[config.mk]
export PLATFORM = sky130hd
export DESIGN_NAME = dbg_match_unit
export DESIGN_NICKNAME = d
export VERILOG_FILES = /design/src/rtl/dbg_match_pkg.sv /design/src/rtl/watch_window.sv /design/src/rtl/trig_slot.sv /design/src/rtl/first_hit_pick.sv /design/src/rtl/dbg_match_unit.sv
export SDC_FILE = /design/constraint.sdc
export NUM_CORES = 1
export LEC_CHECK = 0
export ABC_AREA = 1
export CAP_MARGIN = 20
export CORE_UTILIZATION = 45
export DETAILED_ROUTE_END_ITERATION = 6
export PLACE_DENSITY = 0.78
export SETUP_SLACK_MARGIN = 0.05
export SLEW_MARGIN = 20
export SYNTH_ARGS = -nofsm -noshare
export SYNTH_HDL_FRONTEND = slang
export SYNTH_SLANG_ARGS = --single-unit
[constraint.sdc]
create_clock -name clk -period 2.75 [get_ports clk]
set_clock_uncertainty 0.05 [all_clocks]
set_input_delay 0.275 -clock clk [delete_from_list [all_inputs] [get_ports clk]]
set_output_delay 0.275 -clock clk [all_outputs]
set_load 0.02 [all_outputs]
[src/rtl/dbg_match_pkg.sv]
package dbg_match_pkg;

  // Control word field positions
  localparam int CB_LOAD   = 0;
  localparam int CB_STORE  = 1;
  localparam int CB_EXEC   = 2;
  localparam int CB_PRIV0  = 3;   // privilege filter base: bit (3 + level)
  localparam int CB_USER   = 3;
  localparam int CB_SUPER  = 4;
  localparam int CB_MACH   = 6;
  localparam int CB_SIZE   = 16;  // two-bit window code at [17:16]
  localparam int CB_MSB    = 17;  // highest control bit the unit reads

  localparam int WIN_W     = 4;   // width of a window byte count (max 8)

  // Window length in bytes for a size code
  function automatic logic [WIN_W-1:0] win_bytes(input logic [1:0] code);
    case (code)
      2'd1:    win_bytes = 4'd1;
      2'd2:    win_bytes = 4'd2;
      2'd3:    win_bytes = 4'd4;
      default: win_bytes = 4'd8;
    endcase
  endfunction

  // Byte count of a data access from its log2 size
  function automatic logic [WIN_W-1:0] acc_bytes(input logic [1:0] lsize);
    acc_bytes = 4'd1 << lsize;
  endfunction

  typedef struct packed {
    logic exec_hit;
    logic data_hit;
  } slot_hit_t;

endpackage

[src/rtl/watch_window.sv]
module watch_window
  import dbg_match_pkg::*;
#(
  parameter int XLEN = 32
) (
  input  logic [XLEN-1:0] base,
  input  logic [1:0]      size_code,
  input  logic [XLEN-1:0] acc_addr,
  input  logic [1:0]      acc_lsize,
  output logic            overlap
);

  localparam int EXT_W = XLEN + 1;
  localparam int PAD_W = EXT_W - WIN_W;

  logic [EXT_W-1:0] win_lo, win_hi, acc_lo, acc_hi;

  // One extra bit keeps the end addresses from wrapping
  always_comb begin
    win_lo  = {1'b0, base};
    acc_lo  = {1'b0, acc_addr};
    win_hi  = win_lo + {{PAD_W{1'b0}}, win_bytes(size_code)};
    acc_hi  = acc_lo + {{PAD_W{1'b0}}, acc_bytes(acc_lsize)};
    overlap = (acc_lo < win_hi) && (win_lo < acc_hi);
  end

endmodule

[src/rtl/trig_slot.sv]
module trig_slot
  import dbg_match_pkg::*;
#(
  parameter int XLEN = 32
) (
  input  logic [XLEN-1:0] ctrl,
  input  logic [XLEN-1:0] taddr,
  input  logic [1:0]      priv,
  input  logic            fetch_valid,
  input  logic [XLEN-1:0] fetch_pc,
  input  logic            data_load,
  input  logic            data_store,
  input  logic [XLEN-1:0] data_addr,
  input  logic [1:0]      data_lsize,
  output slot_hit_t       hit
);

  logic [3:0] priv_bits;
  logic       armed;
  logic       priv_ok;
  logic       kind_ok;
  logic       in_window;

  watch_window #(.XLEN(XLEN)) u_win (
    .base      (taddr),
    .size_code (ctrl[CB_SIZE +: 2]),
    .acc_addr  (data_addr),
    .acc_lsize (data_lsize),
    .overlap   (in_window)
  );

  always_comb begin
    priv_bits = ctrl[CB_PRIV0 +: 4];
    armed     = (ctrl[CB_USER] | ctrl[CB_SUPER] | ctrl[CB_MACH]) &&
                (ctrl[CB_LOAD] | ctrl[CB_STORE] | ctrl[CB_EXEC]);
    priv_ok   = priv_bits[priv];
    kind_ok   = (data_load && ctrl[CB_LOAD]) || (data_store && ctrl[CB_STORE]);
    hit.exec_hit = armed && priv_ok && ctrl[CB_EXEC] && fetch_valid &&
                   (fetch_pc == taddr);
    hit.data_hit = armed && priv_ok && kind_ok && in_window;
  end

endmodule

[src/rtl/first_hit_pick.sv]
module first_hit_pick #(
  parameter int N     = 2,
  parameter int IDX_W = 1
) (
  input  logic [N-1:0]     hits,
  output logic             any,
  output logic [IDX_W-1:0] idx
);

  // Scan from the top so the lowest set index is the last written
  always_comb begin
    any = |hits;
    idx = '0;
    for (int i = N - 1; i >= 0; i--) begin
      if (hits[i]) idx = IDX_W'(i);
    end
  end

endmodule

[src/rtl/dbg_match_unit.sv]
module dbg_match_unit
  import dbg_match_pkg::*;
#(
  parameter int XLEN     = 32,
  parameter int NUM_TRIG = 2,
  localparam int IDX_W   = (NUM_TRIG > 1) ? $clog2(NUM_TRIG) : 1
) (
  input  logic                     clk,
  input  logic                     rst,
  input  logic [1:0]               priv_lvl,
  input  logic [NUM_TRIG*XLEN-1:0] trig_ctrl,
  input  logic [NUM_TRIG*XLEN-1:0] trig_addr,
  input  logic                     fetch_valid,
  input  logic [XLEN-1:0]          fetch_pc,
  input  logic                     data_load,
  input  logic                     data_store,
  input  logic [XLEN-1:0]          data_addr,
  input  logic [1:0]               data_lsize,
  output logic                     brk_req,
  output logic [IDX_W-1:0]         brk_idx
);

  logic [NUM_TRIG-1:0] exec_vec, data_vec;
  logic                exec_any, data_any;
  logic [IDX_W-1:0]    exec_idx, data_idx;
  logic                req_n;
  logic [IDX_W-1:0]    idx_n;

  for (genvar g = 0; g < NUM_TRIG; g++) begin : g_slot
    slot_hit_t h;
    trig_slot #(.XLEN(XLEN)) u_slot (
      .ctrl        (trig_ctrl[g*XLEN +: XLEN]),
      .taddr       (trig_addr[g*XLEN +: XLEN]),
      .priv        (priv_lvl),
      .fetch_valid (fetch_valid),
      .fetch_pc    (fetch_pc),
      .data_load   (data_load),
      .data_store  (data_store),
      .data_addr   (data_addr),
      .data_lsize  (data_lsize),
      .hit         (h)
    );
    assign exec_vec[g] = h.exec_hit;
    assign data_vec[g] = h.data_hit;


    disarmed_silent_chk: assert property (@(posedge clk) disable iff (rst)
      (!(trig_ctrl[g*XLEN + CB_USER] | trig_ctrl[g*XLEN + CB_SUPER] |
         trig_ctrl[g*XLEN + CB_MACH]) ||
       !(|trig_ctrl[g*XLEN +: 3])) |-> !(h.exec_hit | h.data_hit));
  end

  first_hit_pick #(.N(NUM_TRIG), .IDX_W(IDX_W)) u_pick_exec (
    .hits (exec_vec),
    .any  (exec_any),
    .idx  (exec_idx)
  );

  first_hit_pick #(.N(NUM_TRIG), .IDX_W(IDX_W)) u_pick_data (
    .hits (data_vec),
    .any  (data_any),
    .idx  (data_idx)
  );

  // Instruction matches outrank data matches
  always_comb begin
    req_n = exec_any | data_any;
    if (exec_any)      idx_n = exec_idx;
    else if (data_any) idx_n = data_idx;
    else               idx_n = '0;
  end

  always_ff @(posedge clk) begin
    if (rst) begin
      brk_req <= 1'b0;
      brk_idx <= '0;
    end else begin
      brk_req <= req_n;
      brk_idx <= idx_n;
    end
  end


  exec_needs_fetch_chk: assert property (@(posedge clk) disable iff (rst)
    exec_any |-> fetch_valid);


  data_needs_strobe_chk: assert property (@(posedge clk) disable iff (rst)
    data_any |-> (data_load | data_store));


  exec_wins_chk: assert property (@(posedge clk) disable iff (rst)
    exec_any |=> (brk_req && brk_idx == $past(exec_idx)));


  no_spurious_req_chk: assert property (@(posedge clk) disable iff (rst)
    brk_req |-> $past(fetch_valid | data_load | data_store));


  idle_idx_zero_chk: assert property (@(posedge clk) disable iff (rst)
    !brk_req |-> (brk_idx == '0));

endmodule

==> results.md <==
- Status: finished with violations
- Failing checks: setup timing
- Die Area: 16400 um^2
- Final Cell Area: 11800 um^2
- WHS Path Cells: 4
- Nets: 1991
- HP Start: rst
- Most common cell in the synthesized netlist: nand2_1
- Io pins: 203
- # diodes: 0
- Post-CTS Hold Buffers: 0
- DRT Pass-1 Iters: 5
- EDFF count, synth: 0
- Total GRT Usage: 0.409
- Maximum clock insertion buffer count: 2
- Power density over cell area: 174 nW/um^2
- Pleak: 5.84 nW
- Warnings, synthesis: 0
- Max-slew headroom: 0.722
- Largest net degree at the start of global routing: 9
- Avg WL per Cell: 18.3 um
- Core ar.: 15400 um^2
- Vias per std cell: 5.41
- Area after DPL: 11000 um^2
- WS Path Type: input pin to flip-flop
- Met2 Use GR: 0.656
- FP Rows: 45
- Fin crit share: 1.18
- Dominant register cell in the synthesized netlist: dfxtp_1
- Met1 usage: 0.545
- Crit path required time: 2.81 ns
- Slew @ Worst Pin: 0.414 ns
- Grt ovf: 0
- Final Slew Violations: 0
- # clock sinks: 2
- Share of layout cells above drive strength 1: 0.278
- RePlAce Congestion: 1.05
- Vias: 10.1k
- Peak supply drop: 0.145 mV
- PortBufs: 156
- Post-synthesis async set-or-reset flop share: 0
- Syn Area/Cell: 5.87 um^2
- Hold crit path type: input pin to flip-flop
- Dpl hpwl: 28800 um
- CTS Buf Count: 3
- Post-layout min period: 3.23 ns
- Unrepaired setup endpoints after global routing: true
- H-tree Lvls: 1
- Crit path DAT: 3.30 ns
- Number of global-route vias before repair: 9715
- Fin worst setup slack: -0.484 ns
- Syn_nets: 1559
- Final setup violation count: 2
- Fmax: 309 MHz
- Count of cell types in the netlist: 39
- Worst setup SP type: input pin
- CTS tree: done
- Initial antenna violation count: 0
- Initial Util: 0.466
- Register area share after synthesis: 0.00559
- Syn Inst Count: 1219
- GR Util met3: 0.0989
- Fill cell count: 1253
- Synth top area share: 0.238
- Max-Cap Viols: 0
- Crit. End Element: flip-flop
- Antenna Nets Post-Route: 0
- Root buf cell: clkbuf_16
- Fin util: 0.767
- Top cells by area, synth: ha_1 (24%), nand2_1 (16%), xor2_1 (8.4%), inv_1 (8.3%), nor2_1 (8.2%)
- DRT iter0 DRCs: 893
- Total Wirelength: 34000 um
- Residual DRC count: 0
- Clock transition at the registers of the reported paths: 0.03 ns
- Commonest cells post-synth: nand2_1 (312), inv_1 (159), nor2_1 (157)
- Worst min-delay path endpoint: brk_req$_SDFF_PP0_
- Die Span Y: 128 um
- Crit-path max FO: 3
- First-pass GRT wire length: 50700 um
- Final hold violation count: 0
- Die Width: 128 um
- Cell taking the most area after synthesis: ha_1
- FF+latch count, synth: 2
- Layout area overhead: 64.7%
- Top Usage Layer GRT: met2
- Cell Area, Synth: 7160 um^2
[per-layer routing]
metal	wire, um	part of all wire	up-vias
li1	-	-	4872
met1	14600	0.43	4564
met2	14600	0.43	544
met3	3740	0.11	84
met4	1020	0.030	0
met5	0	0	-
[flip-flops by register name, indices dropped and copies added (netlist names)]
name     count
brk_idx      1
brk_req      1
[worst max-delay path, stage by stage]
cell     delay (ns)
buf_8          0.10
buf_6          0.11
nor2_4         0.12
ha_4           0.15
fa_2           0.20
nand2_2        0.08
nand3_4        0.10
nand3_4        0.09
nor2_4         0.10
inv_2          0.06
nor3_4         0.19
nand3_4        0.17
inv_2          0.09
nand4_1        0.09
xor2_1         0.20
ha_1           0.34
nand4_1        0.16
nor3_2         0.16
nand2_1        0.07
nand2_1        0.10
nand2_1        0.08
nand2_1        0.09
nor2_2         0.03
nand2_1        0.08
a21oi_2        0.05
[power by group]
part / switching (mW) / leakage [nW] / internal [mW] / total (mW)
Clock: 0.0412 / 0.0370 / 0.186 / 0.227
Sequential: 0.00133 / 0.0162 / 0.0305 / 0.0318
Combinational: 0.962 / 5.79 / 0.835 / 1.80
Total: 1.00 / 5.84 / 1.05 / 2.06
[repair_timing]
item	4_1_cts	5_1_grt
pin swaps	59	57
endpoints found under the setup margin	2	2
setup buffers	12	4
resized for setup	123	58
[layout make-up]
type | count | area (um^2) | share of cell area
clock buffers | 3 | 75.1 | 0.00637
inverters | 166 | 623 | 0.0529
multi-input cells | 1049 | 7150 | 0.607
flip-flops and latches | 2 | 40.0 | 0.00340
well taps | 211 | 264 | 0.0224
repair buffers | 429 | 3640 | 0.308
[cell usage in the layout (no fill, tap or decap), types with 12 or more instances in the layout]
cell type	synthesis	final
xor2_1	69	60
nor2_2	9	26
a21oi_1	57	48
nand2_2	12	26
nand3_2	5	14
nand4_1	44	44
nor2_1	157	134
nor3_1	46	34
inv_1	159	154
ha_1	136	124
nor2_4	6	12
nand3_1	67	52
clkdlybuf4s50_1	0	132
nor3_2	9	17
or2_2	12	12
inv_2	7	12
dlygate4sd2_1	0	14
o21ai_0	18	13
buf_4	1	263
nand2_1	312	298
xnor2_1	41	36
[kinds of logic (layout without fill, tap and decap cells)]
kind of cell	after synthesis	count (layout)	share of synthesized area
DFF	2	2	0.00559
buffers and inverters	168	598	0.0888
and+or+nand+nor	708	708	0.455
xor gates and xnor gates	110	110	0.135
AOI/OAI and AO/OA	92	92	0.0697
adders and majority gates	139	139	0.246
[worst max path at each step]
stage	depth (start not counted)	startpoint	to
finish	25	data_lsize[0]	brk_idx$_SDFF_PP0_
floorplan	23	data_lsize[0]	brk_idx$_SDFF_PP0_
global placement	23	trig_ctrl[16]	brk_req$_SDFF_PP0_
CTS	25	data_lsize[0]	brk_idx$_SDFF_PP0_
detailed placement	29	data_lsize[0]	brk_idx$_SDFF_PP0_
global route	24	data_lsize[0]	brk_idx$_SDFF_PP0_
[metrics by stage]
stage | hold slack, ns | total power [mW] | setup slack (ns) | TNS [ns] | instances
finish | 0.688 | 2.06 | -0.484 | -0.956 | 1860
global route | 0.717 | 2.21 | -0.657 | -1.28 | 1860
CTS | 0.672 | 1.94 | -0.467 | -0.844 | 1857
detailed placement | 0.894 | 1.65 | -1.11 | -2.21 | 1842
global placement | 0.881 | 1.61 | -1.04 | -2.07 | 1842
floorplan | 0.371 | 0.772 | -0.0847 | -0.156 | 1219
Power figures use the tool's default switching activity.
